## config.mk

```make
export PLATFORM = sky130hd
export DESIGN_NAME = gpio_pull_port
export DESIGN_NICKNAME = d
export VERILOG_FILES = /design/src/rtl/gpio_pkg.sv /design/src/rtl/gpio_in_sync.sv /design/src/rtl/gpio_regs.sv /design/src/rtl/gpio_read_mux.sv /design/src/rtl/gpio_pin_ctl.sv /design/src/rtl/gpio_pull_port.sv
export SDC_FILE = /design/constraint.sdc
export NUM_CORES = 1
export LEC_CHECK = 0
export BUFFER_PORTS_ARGS = -buffer_cell sky130_fd_sc_hd__buf_4
export CORE_MARGIN = 10
export CORE_UTILIZATION = 45
export CTS_BUF_LIST = sky130_fd_sc_hd__clkbuf_2 sky130_fd_sc_hd__clkbuf_4 sky130_fd_sc_hd__clkbuf_8
export CTS_CLUSTER_DIAMETER = 40
export DETAILED_ROUTE_END_ITERATION = 12
export PLACE_DENSITY = 0.73
export REMOVE_ABC_BUFFERS = 1
export SYNTH_ARGS = -nofsm -noshare
export SYNTH_HDL_FRONTEND = slang
export SYNTH_SLANG_ARGS = --single-unit
```

## constraint.sdc

```tcl
create_clock -name clk -period 2.8 [get_ports clk]
set_clock_uncertainty 0.1 [all_clocks]
set_input_delay 0.42 -clock clk [delete_from_list [all_inputs] [get_ports clk]]
set_output_delay 0.42 -clock clk [all_outputs]
set_load 0.005 [all_outputs]
```

## src/rtl/gpio_pkg.sv

```systemverilog
package gpio_pkg;
  localparam int unsigned NPIN   = 6;
  localparam int unsigned REG_W  = 8;
  localparam int unsigned ADDR_W = 2;

  typedef enum logic [ADDR_W-1:0] {
    OFS_DATA  = 2'd0,
    OFS_DIR   = 2'd1,
    OFS_PULL  = 2'd2,
    OFS_SPARE = 2'd3
  } reg_ofs_e;
endpackage

```

## src/rtl/gpio_in_sync.sv

```systemverilog
module gpio_in_sync #(
  parameter int unsigned W      = 6,
  parameter int unsigned STAGES = 2
) (
  input  logic         clk,
  input  logic         rst_n,
  input  logic [W-1:0] d_async,
  output logic [W-1:0] d_sync
);
  logic [W-1:0] chain_q [STAGES];

  for (genvar s = 0; s < STAGES; s++) begin : g_stage
    if (s == 0) begin : g_first
      always_ff @(posedge clk or negedge rst_n)
        if (!rst_n) chain_q[s] <= '0;
        else        chain_q[s] <= d_async;
    end else begin : g_next
      always_ff @(posedge clk or negedge rst_n)
        if (!rst_n) chain_q[s] <= '0;
        else        chain_q[s] <= chain_q[s-1];
    end
  end

  assign d_sync = chain_q[STAGES-1];
endmodule

```

## src/rtl/gpio_regs.sv

```systemverilog
module gpio_regs
  import gpio_pkg::*;
#(
  parameter int unsigned NP      = NPIN,
  parameter int unsigned DW      = REG_W,
  parameter int unsigned ALT_BIT = REG_W - 1
) (
  input  logic              clk,
  input  logic              rst_n,
  input  logic [ADDR_W-1:0] wr_addr,
  input  logic              wr_en,
  input  logic [DW-1:0]     wr_data,
  output logic [NP-1:0]     lat_q,
  output logic [NP-1:0]     dir_q,
  output logic [NP-1:0]     pue_q,
  output logic              alt_q
);
  localparam int unsigned SPARE_W = DW - NP;

  logic hit_data, hit_dir, hit_pull;
  assign hit_data = wr_en && (wr_addr == OFS_DATA);
  assign hit_dir  = wr_en && (wr_addr == OFS_DIR);
  assign hit_pull = wr_en && (wr_addr == OFS_PULL);

  // Upper bits other than the takeover bit have no storage.
  logic [SPARE_W-1:0] unused_hi;
  assign unused_hi = wr_data[DW-1:NP];

  always_ff @(posedge clk or negedge rst_n) begin
    if (!rst_n) begin
      lat_q <= '0;
      dir_q <= '0;
      pue_q <= '0;
      alt_q <= 1'b0;
    end else begin
      if (hit_data) lat_q <= wr_data[NP-1:0];
      if (hit_dir)  dir_q <= wr_data[NP-1:0];
      if (hit_pull) begin
        pue_q <= wr_data[NP-1:0];
        alt_q <= wr_data[ALT_BIT];
      end
    end
  end
endmodule

```

## src/rtl/gpio_read_mux.sv

```systemverilog
module gpio_read_mux
  import gpio_pkg::*;
#(
  parameter int unsigned NP      = NPIN,
  parameter int unsigned DW      = REG_W,
  parameter int unsigned ALT_PIN = 4,
  parameter int unsigned ALT_BIT = REG_W - 1
) (
  input  logic [ADDR_W-1:0] rd_addr,
  input  logic [NP-1:0]     lat_q,
  input  logic [NP-1:0]     dir_q,
  input  logic [NP-1:0]     pue_q,
  input  logic              alt_q,
  input  logic [NP-1:0]     pin_sync,
  output logic [DW-1:0]     rd_data
);
  logic [NP-1:0] from_latch;
  logic [NP-1:0] port_view;

  // A pin taken over by the clock reads back its latch.
  always_comb begin
    from_latch = dir_q;
    from_latch[ALT_PIN] = dir_q[ALT_PIN] | alt_q;
  end

  for (genvar i = 0; i < NP; i++) begin : g_view
    assign port_view[i] = from_latch[i] ? lat_q[i] : pin_sync[i];
  end

  always_comb begin
    rd_data = '0;
    unique case (rd_addr)
      OFS_DATA: rd_data[NP-1:0] = port_view;
      OFS_DIR:  rd_data[NP-1:0] = dir_q;
      OFS_PULL: begin
        rd_data[NP-1:0] = pue_q;
        rd_data[ALT_BIT] = alt_q;
      end
      default:  rd_data = '0;
    endcase
  end
endmodule

```

## src/rtl/gpio_pin_ctl.sv

```systemverilog
module gpio_pin_ctl #(
  parameter int unsigned NP         = 6,
  parameter int unsigned ALT_PIN    = 4,
  parameter int unsigned NOPULL_PIN = 2
) (
  input  logic [NP-1:0] lat_q,
  input  logic [NP-1:0] dir_q,
  input  logic [NP-1:0] pue_q,
  input  logic          alt_q,
  input  logic          clk4x_in,
  output logic [NP-1:0] pin_oe,
  output logic [NP-1:0] pin_out,
  output logic [NP-1:0] pin_pull_en
);
  for (genvar i = 0; i < NP; i++) begin : g_pin
    if (i == ALT_PIN) begin : g_alt
      assign pin_oe[i]      = dir_q[i] | alt_q;
      assign pin_out[i]     = alt_q ? clk4x_in : lat_q[i];
      assign pin_pull_en[i] = pue_q[i] & ~dir_q[i] & ~alt_q;
    end else if (i == NOPULL_PIN) begin : g_nopull
      logic unused_pue;
      assign unused_pue     = pue_q[i];
      assign pin_oe[i]      = dir_q[i];
      assign pin_out[i]     = lat_q[i];
      assign pin_pull_en[i] = 1'b0;
    end else begin : g_plain
      assign pin_oe[i]      = dir_q[i];
      assign pin_out[i]     = lat_q[i];
      assign pin_pull_en[i] = pue_q[i] & ~dir_q[i];
    end
  end
endmodule

```

## src/rtl/gpio_pull_port.sv

```systemverilog
module gpio_pull_port
  import gpio_pkg::*;
#(
  parameter int unsigned NP         = NPIN,
  parameter int unsigned DW         = REG_W,
  parameter int unsigned ALT_PIN    = 4,
  parameter int unsigned NOPULL_PIN = 2,
  parameter int unsigned SYNC_STG   = 2
) (
  input  logic              clk,
  input  logic              rst_n,
  input  logic [ADDR_W-1:0] bus_addr,
  input  logic              bus_wr,
  input  logic [DW-1:0]     bus_wdata,
  output logic [DW-1:0]     bus_rdata,
  input  logic [NP-1:0]     pin_in,
  input  logic              clk4x_in,
  output logic [NP-1:0]     pin_oe,
  output logic [NP-1:0]     pin_out,
  output logic [NP-1:0]     pin_pull_en
);
  localparam int unsigned ALT_BIT = DW - 1;

  logic [NP-1:0] lat_q, dir_q, pue_q, pin_sync;
  logic          alt_q;

  gpio_in_sync #(.W(NP), .STAGES(SYNC_STG)) u_sync (
    .clk(clk), .rst_n(rst_n), .d_async(pin_in), .d_sync(pin_sync)
  );

  gpio_regs #(.NP(NP), .DW(DW), .ALT_BIT(ALT_BIT)) u_regs (
    .clk(clk), .rst_n(rst_n), .wr_addr(bus_addr), .wr_en(bus_wr),
    .wr_data(bus_wdata), .lat_q(lat_q), .dir_q(dir_q), .pue_q(pue_q),
    .alt_q(alt_q)
  );

  gpio_read_mux #(.NP(NP), .DW(DW), .ALT_PIN(ALT_PIN), .ALT_BIT(ALT_BIT)) u_rmux (
    .rd_addr(bus_addr), .lat_q(lat_q), .dir_q(dir_q), .pue_q(pue_q),
    .alt_q(alt_q), .pin_sync(pin_sync), .rd_data(bus_rdata)
  );

  gpio_pin_ctl #(.NP(NP), .ALT_PIN(ALT_PIN), .NOPULL_PIN(NOPULL_PIN)) u_pins (
    .lat_q(lat_q), .dir_q(dir_q), .pue_q(pue_q), .alt_q(alt_q),
    .clk4x_in(clk4x_in), .pin_oe(pin_oe), .pin_out(pin_out),
    .pin_pull_en(pin_pull_en)
  );
endmodule

```

**Yosys cells after proc, flatten, opt, wreduce, memory -nomap -nowiden**

Cells that the tools add are included.
Widths: inputs -> output; s select.

- Bits in registers: 31
- Input port bits: 20
- Word-level logic and storage cells: 34

- Eq/ne operators: 2
- Muxes and demuxes: 9
- Bitwise logic cells: 13
- Reductions and logical operators: 4

Operators by type and width:

| cell | count |
|---|---|
| $pmux 6 s3 | 1 |
| $mux 1 | 8 |
| $and 1x1->1 | 6 |
| $not 1->1 | 6 |
| $logic_and 1x1->1 | 3 |
| $eq 2x1->1 const B | 1 |
| $eq 2x2->1 const B | 1 |
| $logic_not 2->1 | 1 |
| $or 1x1->1 | 1 |

**Longest topological paths before layout**

Gate-level depths: netlist of run 1.

- Depth in word-level cells: 3
- Mapped depth: 4

**Modules after synthesis**

A second synthesis of run 1 with hierarchy kept.

- Cells, all modules: 110
- Area, all modules: 1412.6 um2

Modules (own cells, without submodules):

| module | times used | cells each | area each (um2) |
|---|---|---|---|
| gpio_regs | 1 | 41 | 730.7 |
| gpio_in_sync | 1 | 18 | 345.3 |
| gpio_read_mux | 1 | 32 | 196.4 |
| gpio_pin_ctl | 1 | 19 | 140.1 |

**Least setup slack after synthesis of run 1**

No wires, ideal clock.

- Path type: register to output
- Start: reg u_regs.dir_q[4]
- End: out bus_rdata[4]
- Arrival: 1040 ps
- Slack: 1240 ps
- Stages on the path, launching flop included: 4
- Path through: dfrtp_1 -> or2_2 -> mux2i_1 -> o31ai_1

- Cells in the longest elaborated chain, start to end: 3

Ends and longest elaborated chain:

| item | RTL line | source |
|---|---|---|
| from (decl) | gpio_regs.sv:14 | `output logic [NP-1:0] dir_q,` |
| from (signal assigned) | gpio_regs.sv:37 | `if (hit_dir) dir_q <= wr_data[NP-1:0];` |
| $or 1x1->1 | n/a |  |
| via pin_oe[4] | gpio_pull_port.sv:18 | `output logic [NP-1:0] pin_oe,` |
| $mux 1 | gpio_read_mux.sv:27 | `assign port_view[i] = from_latch[i] ? lat_q[i] : pin_sync[i];` |
| $pmux 6 s3 | gpio_read_mux.sv:32 | `unique case (rd_addr)` |
| to (decl) | gpio_pull_port.sv:15 | `output logic [DW-1:0] bus_rdata,` |

The timed path passes the listed nets, and every way through them passes these cells.

**Final worst setup path of run 1**

- Start: reg u_regs.dir_q[4]
- End: out bus_rdata[4]

- Cells in the longest elaborated chain, start to end: 3

Ends and longest elaborated chain:

| item | RTL line | source |
|---|---|---|
| $or 1x1->1 | gpio_read_mux.sv:23 | `from_latch[ALT_PIN] = dir_q[ALT_PIN] \| alt_q;` |
| $mux 1 | gpio_read_mux.sv:27 |  |
| $pmux 6 s3 * | gpio_read_mux.sv:32 |  |

Every way passes the cells marked *; elsewhere a longest branch is shown, timed or not.

==> results of run 1 <==
path summary, 6_finish.rpt:
path | depth (start not counted) | end | from
worst max-delay path | 4 | bus_rdata[4] | u_regs.dir_q[4]
worst min-delay path | 1 | u_sync.chain_q[6] | pin_in[0]
worst max register to register | 1 | u_regs.dir_q[0] | u_regs.dir_q[0]
worst min register to register | 0 | u_sync.d_sync[4] | u_sync.chain_q[10]
max in group asynchronous | 2 | u_sync.chain_q[11] | rst_n
min in group asynchronous | 2 | u_sync.chain_q[6] | rst_n
cell usage after synthesis:
| master | n |
|---|---|
| mux2_2 | 20 |
| o21ai_0 | 5 |
| o21a_1 | 1 |
| inv_1 | 2 |
| nand2_1 | 2 |
| buf_2 | 1 |
| buf_4 | 12 |
| conb_1 | 1 |
| o31ai_1 | 1 |
| nand2_2 | 1 |
| o211ai_1 | 4 |
| and2b_1 | 2 |
| mux2i_1 | 1 |
| nor2_1 | 6 |
| a21oi_1 | 1 |
| clkbuf_1 | 1 |
| dfrtp_1 | 31 |
| a22oi_1 | 5 |
| and2_1 | 1 |
| nor3b_2 | 1 |
| or2_2 | 1 |
| nor2b_1 | 4 |
cells by family (layout without fill, tap and decap cells):
kind of cell | Yosys count | count (layout) | synth area share
flops | 31 | 31 | 0.5811
mux | 21 | 21 | 0.1762
other cells | 1 | 2 | 0.002809
simple gates | 18 | 18 | 0.07592
buf+inv | 16 | 53 | 0.07966
compound gates | 17 | 17 | 0.08435
metal layers:
| metal | track usage | share of wire |
|---|---|---|
| met4 | 0.08403 | 0.030 |
| met3 | 0.04787 | 0.094 |
| met5 | 0 | 0 |
| met2 | 0.1796 | 0.50 |
| met1 | 0.1095 | 0.38 |
what timing repair did:
| action | in CTS | in global routing |
|---|---|---|
| resized for setup | 0 | 0 |
| hold buffers | 1 | 0 |
| hold endpoints to repair | 31 | 0 |
through the flow:
stage	total power [mW]	cell area, um2
after floorplan	0.6635	1240
after global placement	0.8151	1594
after detailed placement	0.8278	1594
after CTS	1.132	1677
after global routing	1.175	1677
final	1.116	1677
flip-flops by register name, summed over array words and instances (netlist names):
name and cells:
u_regs.dir_q 6, u_sync.d_sync 6, u_regs.lat_q 6, u_regs.alt_q 1, u_sync.chain_q 6, u_regs.pue_q 6
power by group through the flow:
stage	registers [mW]	logic, mW	clock network [mW]
after detailed placement	0.564	0.263	0
after global routing	0.566	0.286	0.324
final	0.556	0.258	0.302
after floorplan	0.556	0.108	0
after CTS	0.555	0.265	0.311
after global placement	0.561	0.254	0
critical path, delay by kind of cell (launching register included):
kind,cells,cell delay [ns]
DFF,1,0.40
and+or+nand+nor,1,0.33
AOI/OAI and AO/OA,1,0.20
buffers and inverters,1,0.15
muxes,1,0.12
cell type report:
class	instances	area [um2]	area share
clock buffer	8	72.57	0.04328
inverter	2	7.507	0.004478
multi-input combinational	58	456.7	0.2724
sequential	31	775.7	0.4627
tap	31	38.79	0.02313
timing repair buffer	43	325.3	0.1940
cells in the final DEF, fill, tap and decap left out, types with 2 or more instances in the layout:
master	Yosys	layout
clkbuf_4	0	6
a22oi_1	5	5
inv_1	2	2
mux2_2	20	20
nor2_1	6	6
and2b_1	2	2
nor2b_1	4	4
conb_1	1	2
o21ai_0	5	5
dfrtp_1	31	31
o211ai_1	4	4
clkbuf_8	0	2
buf_4	12	42
nand2_1	2	2
==> results.cfg, run 1 <==
[sta]
timing.final.ws_setup_ns = 0.7470
worst_slew_margin_rel = 0.6142
fin_crit_ns = 2.053
timing.final.setup_violations = 0
max_freq_mhz = 487.1
worst_pin_slew_ns = 0.5762
hold-worst-slack_ns = 0.08373
fin_crit_sh = 0.7332
rsz0062_at_grt = no
setup-tns-final_ns = 0
finalHoldViolCount = 0
timing.final.max_slew_violations = 0

[die]
die_area_mm2 = 0.005545
floorplan.die.height_um = 74.47
design.portCount = 46
initial_utilization = 0.4759
core_region_area_mm2 = 0.002805
chipWidth_um = 74.47
row_count = 19

[synthesis]
synth.top_cells.by_area = dfrtp_1 58%, mux2_2 17%, buf_4 6.7%
avgSynthCellArea_um2 = 12.84
netlist-cell-type-count = 22
synthDominantAreaCellType = dfrtp_1
synth_warnings = 0
synth-seq-area-share = 0.5811
syn-instance-count = 104
netlist_area_mm2 = 0.001335
synth.top_cell.area_share = 0.5811
synth.ff_latch_count = 31

[global_routing]
initial_antenna_violation_count = 0
number_of_global_route_vias_before_repair = 1000
grt_pass1_wl_um = 4574
grt_max_degree = 32
grtUsageTotal = 0.1103
grt.overflow.total = 0

[worst_setup_path]
criticalPathCategory = register to output port
timing.critical_path.arrival_ns = 1.53
crit_path_max_incr_delay_ns = 0.40
crit_end_category = output port
maximum_fanout_along_the_worst_path = 3
path_cells = or2_2 -> mux2i_1 -> o31ai_1 -> buf_4
critPathLaunchType = register
reg2reg_setup_slack_ns = 1.88
critPathSlowestCell = dfrtp_1
worst-endpoint-required_ns = 2.28

[cts]
clk_pin_slew_worst_paths_ns = 0.10
insertion_delay_ns = 0.33
clockRootBuffer = clkbuf_4
cts.sink_count = 31
cts_post_setup_buffers_inserted = 0
tritoncts_buffers = 5
clk_path_buf_depth = 2
h_tree_lvls = 2
tritoncts_clock_tree = yes

[power_and_ir_drop]
power.density_cell_area_mw_per_mm2 = 665.4
leakagePower_nw = 0.7930
power.ir.vdd_worst_mv = 0.3840
switching_share = 0.2586
p_int_mw = 0.8271
combPwrFrac = 0.231
power.share.clock = 0.271
sequentialPowerShare = 0.498
p_sw_mw = 0.2885

[detailed_routing]
postRouteAntennaNets = 0
routed_via_density = 5.260
wl_per_cell_um = 16.87
wirelength_um = 2919
drt_iter0_markers = 22
drt_first_pass_iters = 4
via_count = 910
drc_errors = 0

[place]
hpwlAfterDp_um = 2223
gp_congestion = 0.6760
placement.setup.worst_slack_ns = 0.9898
io_buffers = 42
place_inst = 164

[cells_and_area]
final_core_utilization = 0.5977
fin_cells = 173
syn_to_final_growth_pct = 25.59
diodes = 0
layout-drive-gt1-share = 0.5141
fillers = 237
layout.nets = 161

[hold_path]
classification_of_the_worst_slack_hold_path = input port to register

[outcome]
status = finished clean

[flow_run]
drv.max_cap_violation_count = 0
No activity file was read; power rests on OpenSTA's default activity.
==> inputs of run 2 (changes only) <==
--- a/config.mk
+++ b/config.mk
@@ -5,13 +5,14 @@
 export SDC_FILE = /design/constraint.sdc
 export NUM_CORES = 1
 export LEC_CHECK = 0
+export ABC_AREA = 1
 export BUFFER_PORTS_ARGS = -buffer_cell sky130_fd_sc_hd__buf_4
 export CORE_MARGIN = 10
 export CORE_UTILIZATION = 45
 export CTS_BUF_LIST = sky130_fd_sc_hd__clkbuf_2 sky130_fd_sc_hd__clkbuf_4 sky130_fd_sc_hd__clkbuf_8
 export CTS_CLUSTER_DIAMETER = 40
 export DETAILED_ROUTE_END_ITERATION = 12
-export PLACE_DENSITY = 0.73
+export PLACE_DENSITY = 0.72
 export REMOVE_ABC_BUFFERS = 1
 export SYNTH_ARGS = -nofsm -noshare
 export SYNTH_HDL_FRONTEND = slang
==> constraint.sdc (replaced) <==
create_clock -name clk -period 2 [get_ports clk]
set_clock_uncertainty 0.1 [all_clocks]
set_input_delay 0.3 -clock clk [delete_from_list [all_inputs] [get_ports clk]]
set_output_delay 0.3 -clock clk [all_outputs]
set_load 0.005 [all_outputs]
==> run 2 against run 1 <==
Clock power increased by 42%. Critical path depth grew 2. Via count is 36% higher. Clock-buffer cell count did not move.
==> results.cfg, run 2 <==
[outcome]
status = finished clean

[detailed_routing]
postRouteAntennaNets = 0
drt_first_pass_iters = 4
routed_via_density = 4.504
wirelength_um = 3375
wl_per_cell_um = 12.32
drc_errors = 0
drt_iter0_markers = 70
via_count = 1234

[worst_setup_path]
critPathSlowestCell = dfrtp_1
path_cells = inv_1 -> nand2_1 -> nand2_1 -> nand3_1 -> nand2_1 -> buf_4
timing.critical_path.arrival_ns = 1.24
crit_path_max_incr_delay_ns = 0.45
criticalPathCategory = register to output port
maximum_fanout_along_the_worst_path = 6
critPathMostFrequentCell = nand2_1
crit-reg2reg-launch = u_regs.dir_q[0]
crit_path_start = u_regs.alt_q
critPathLaunchType = register
worst-endpoint-required_ns = 1.60
crit_end_category = output port

[global_routing]
grt.overflow.total = 0
grtUsageTotal = 0.1168
grt_max_degree = 32
initial_antenna_violation_count = 0
grt_pass1_wl_um = 5664
number_of_global_route_vias_before_repair = 1277

[cells_and_area]
diodes = 0
final_cell_mix = 76 x nand2_1, 43 x buf_4, 31 x dfrtp_1, 22 x inv_1, 19 x nand3_1
total_non_filler_cell_area_in_the_finished_layout_mm2 = 0.001897
most_common_cell_after_layout_fill_and_taps_aside = nand2_1
layout.nets = 249
fillers = 313
final_core_utilization = 0.6113
multi_input_area_um2 = 496.7
syn_to_final_growth_pct = 28.37
layout-drive-gt1-share = 0.2783
layout.area.seq_um2 = 775.7

[place]
io_buffers = 42
hpwlAfterDp_um = 2463
gp_congestion = 0.7763
post_dp_cell_area_mm2 = 0.001754
placement.setup.worst_slack_ns = 0.5782

[synthesis]
compound_gate_fraction_of_synth_area = 0.003387
synth_adder_area_share = 0
synth-seq-area-share = 0.5250
synth-xor-area-share = 0
netlist_top_cells_count = 76 x nand2_1, 31 x dfrtp_1, 22 x inv_1
syn-instance-count = 185
netlist-cell-type-count = 15
synth.top_cell.area_share = 0.5250
synth.top_cells.by_area = dfrtp_1 52%, nand2_1 19%, buf_4 7.1%
ys_dominant_reg_cell = dfrtp_1
synth-edff-count = 0
largest_family_of_logic_cells_by_synthesized_area = simple AND/OR/NAND/NOR gates
synth_warnings = 0
synth.ff_latch_count = 31
netlist_area_mm2 = 0.001478
async_reset_ff_frac = 1.000
post-synth-top-count-cell = nand2_1
yosys.area_share.simple = 0.3277
muxShareOfSynthArea = 0
avgSynthCellArea_um2 = 7.987
synthDominantAreaCellType = dfrtp_1

[die]
floorplan.die.height_um = 77.31
die_area_mm2 = 0.005976
design.portCount = 46
initial_utilization = 0.4762
core_region_area_mm2 = 0.003103
row_count = 20
chipWidth_um = 77.31

[sta]
finalHoldViolCount = 0
setup-tns-final_ns = 0
max_freq_mhz = 607.9
timing.final.ws_setup_ns = 0.3550
fin_crit_ns = 1.645
rsz0062_at_grt = no
timing.final.max_slew_violations = 0
timing.final.setup_violations = 0
fin_crit_sh = 0.8225

[cts]
clockRootBuffer = clkbuf_4
insertion_delay_ns = 0.34
tritoncts_clock_tree = yes
clk_path_buf_depth = 2
cts.sink_count = 31
tritoncts_buffers = 5
cts_resized = 0
clk_pin_slew_worst_paths_ns = 0.10
h_tree_lvls = 2

[power_and_ir_drop]
power.density_cell_area_mw_per_mm2 = 814.9
power.ir.vdd_worst_mv = 0.5111
power.total_mw = 1.546
leakagePower_nw = 1.075

[flow_run]
drv.max_cap_violation_count = 0

[hold_path]
classification_of_the_worst_slack_hold_path = input port to register
min-delay-start = bus_wdata[0]
-- run 2: changes by cell type in the layout (fill, tap and decap cells not counted), moves of 4 or more --
cell           before  now
dlygate4sd3_1       1    7
o211ai_1            4    0
nand2_1             2   76
nor2b_1             4    0
o21ai_0             5    1
mux2_2             20    0
inv_2               0    4
inv_1               2   22
nand3_1             0   19
a22oi_1             5    0
-- run 2: final cells by class --
class / instances / area share
Timing Repair Buffer: 50 / 0.2071
Sequential cell: 31 / 0.4090
Multi-Input combinational cell: 114 / 0.2619
Clock buffer: 8 / 0.03826
Tap cell: 44 / 0.02902
Inverter: 27 / 0.05475
-- run 2: timing repair --
item	4_1_cts	5_1_grt
buffers inserted	0	0
hold buffers	7	0
hold endpoints to repair	37	0
-- run 2: through the flow --
| step | cells | hold WS (ns) |
|---|---|---|
| after floorplan | 172 | -0.09559 |
| after global placement | 259 | 0.1489 |
| after detailed placement | 259 | 0.1522 |
| after CTS | 274 | 0.06194 |
| after global routing | 274 | 0.07674 |
| final | 274 | 0.07494 |
-- run 2: cells by family (layout without fill, tap and decap cells) --
family / count (synthesis) / in the layout
AO/OA/AOI/OAI: 1 / 1
buffers and inverters: 41 / 85
flip-flops: 31 / 31
other: 1 / 2
AND/OR/NAND/NOR: 111 / 111
-- run 2: worst max-delay path, delay by kind of cell, from the launching register on --
kind	cells	cell delay [ns]
DFF	1	0.45
and+or+nand+nor	4	0.26
buffers and inverters	2	0.22
-- run 2: path summary, 6_finish.rpt --
check	end	slack (ns)	cells past startpoint
setup / recovery	bus_rdata[4]	0.36	6
hold / removal	u_regs.pue_q[0]	0.07	3
setup reg to reg	u_regs.dir_q[0]	1.19	2
hold reg to reg	u_sync.d_sync[3]	0.25	0
max in group asynchronous	u_sync.d_sync[2]	1.20	2
min in group asynchronous	u_regs.dir_q[0]	0.32	2
-- run 2: where the power goes --
part           switching [mW]  total [mW]  leakage, nW  internal [mW]
Clock                   0.210       0.430       0.0420          0.220
Combinational           0.168       0.352        0.657          0.184
Sequential             0.0645       0.764        0.377          0.700
Total                   0.442        1.55         1.08           1.10
-- run 2: metal layers --
| metal | up-vias | routed length [um] | GRT usage |
|---|---|---|---|
| met3 | 5 | 289 | 0.04895 |
| met2 | 37 | 1537 | 0.1823 |
| met1 | 561 | 1495 | 0.1318 |
| li1 | 631 | - | - |
| met5 | - | 0 | 0 |
| met4 | 0 | 53 | 0.06569 |
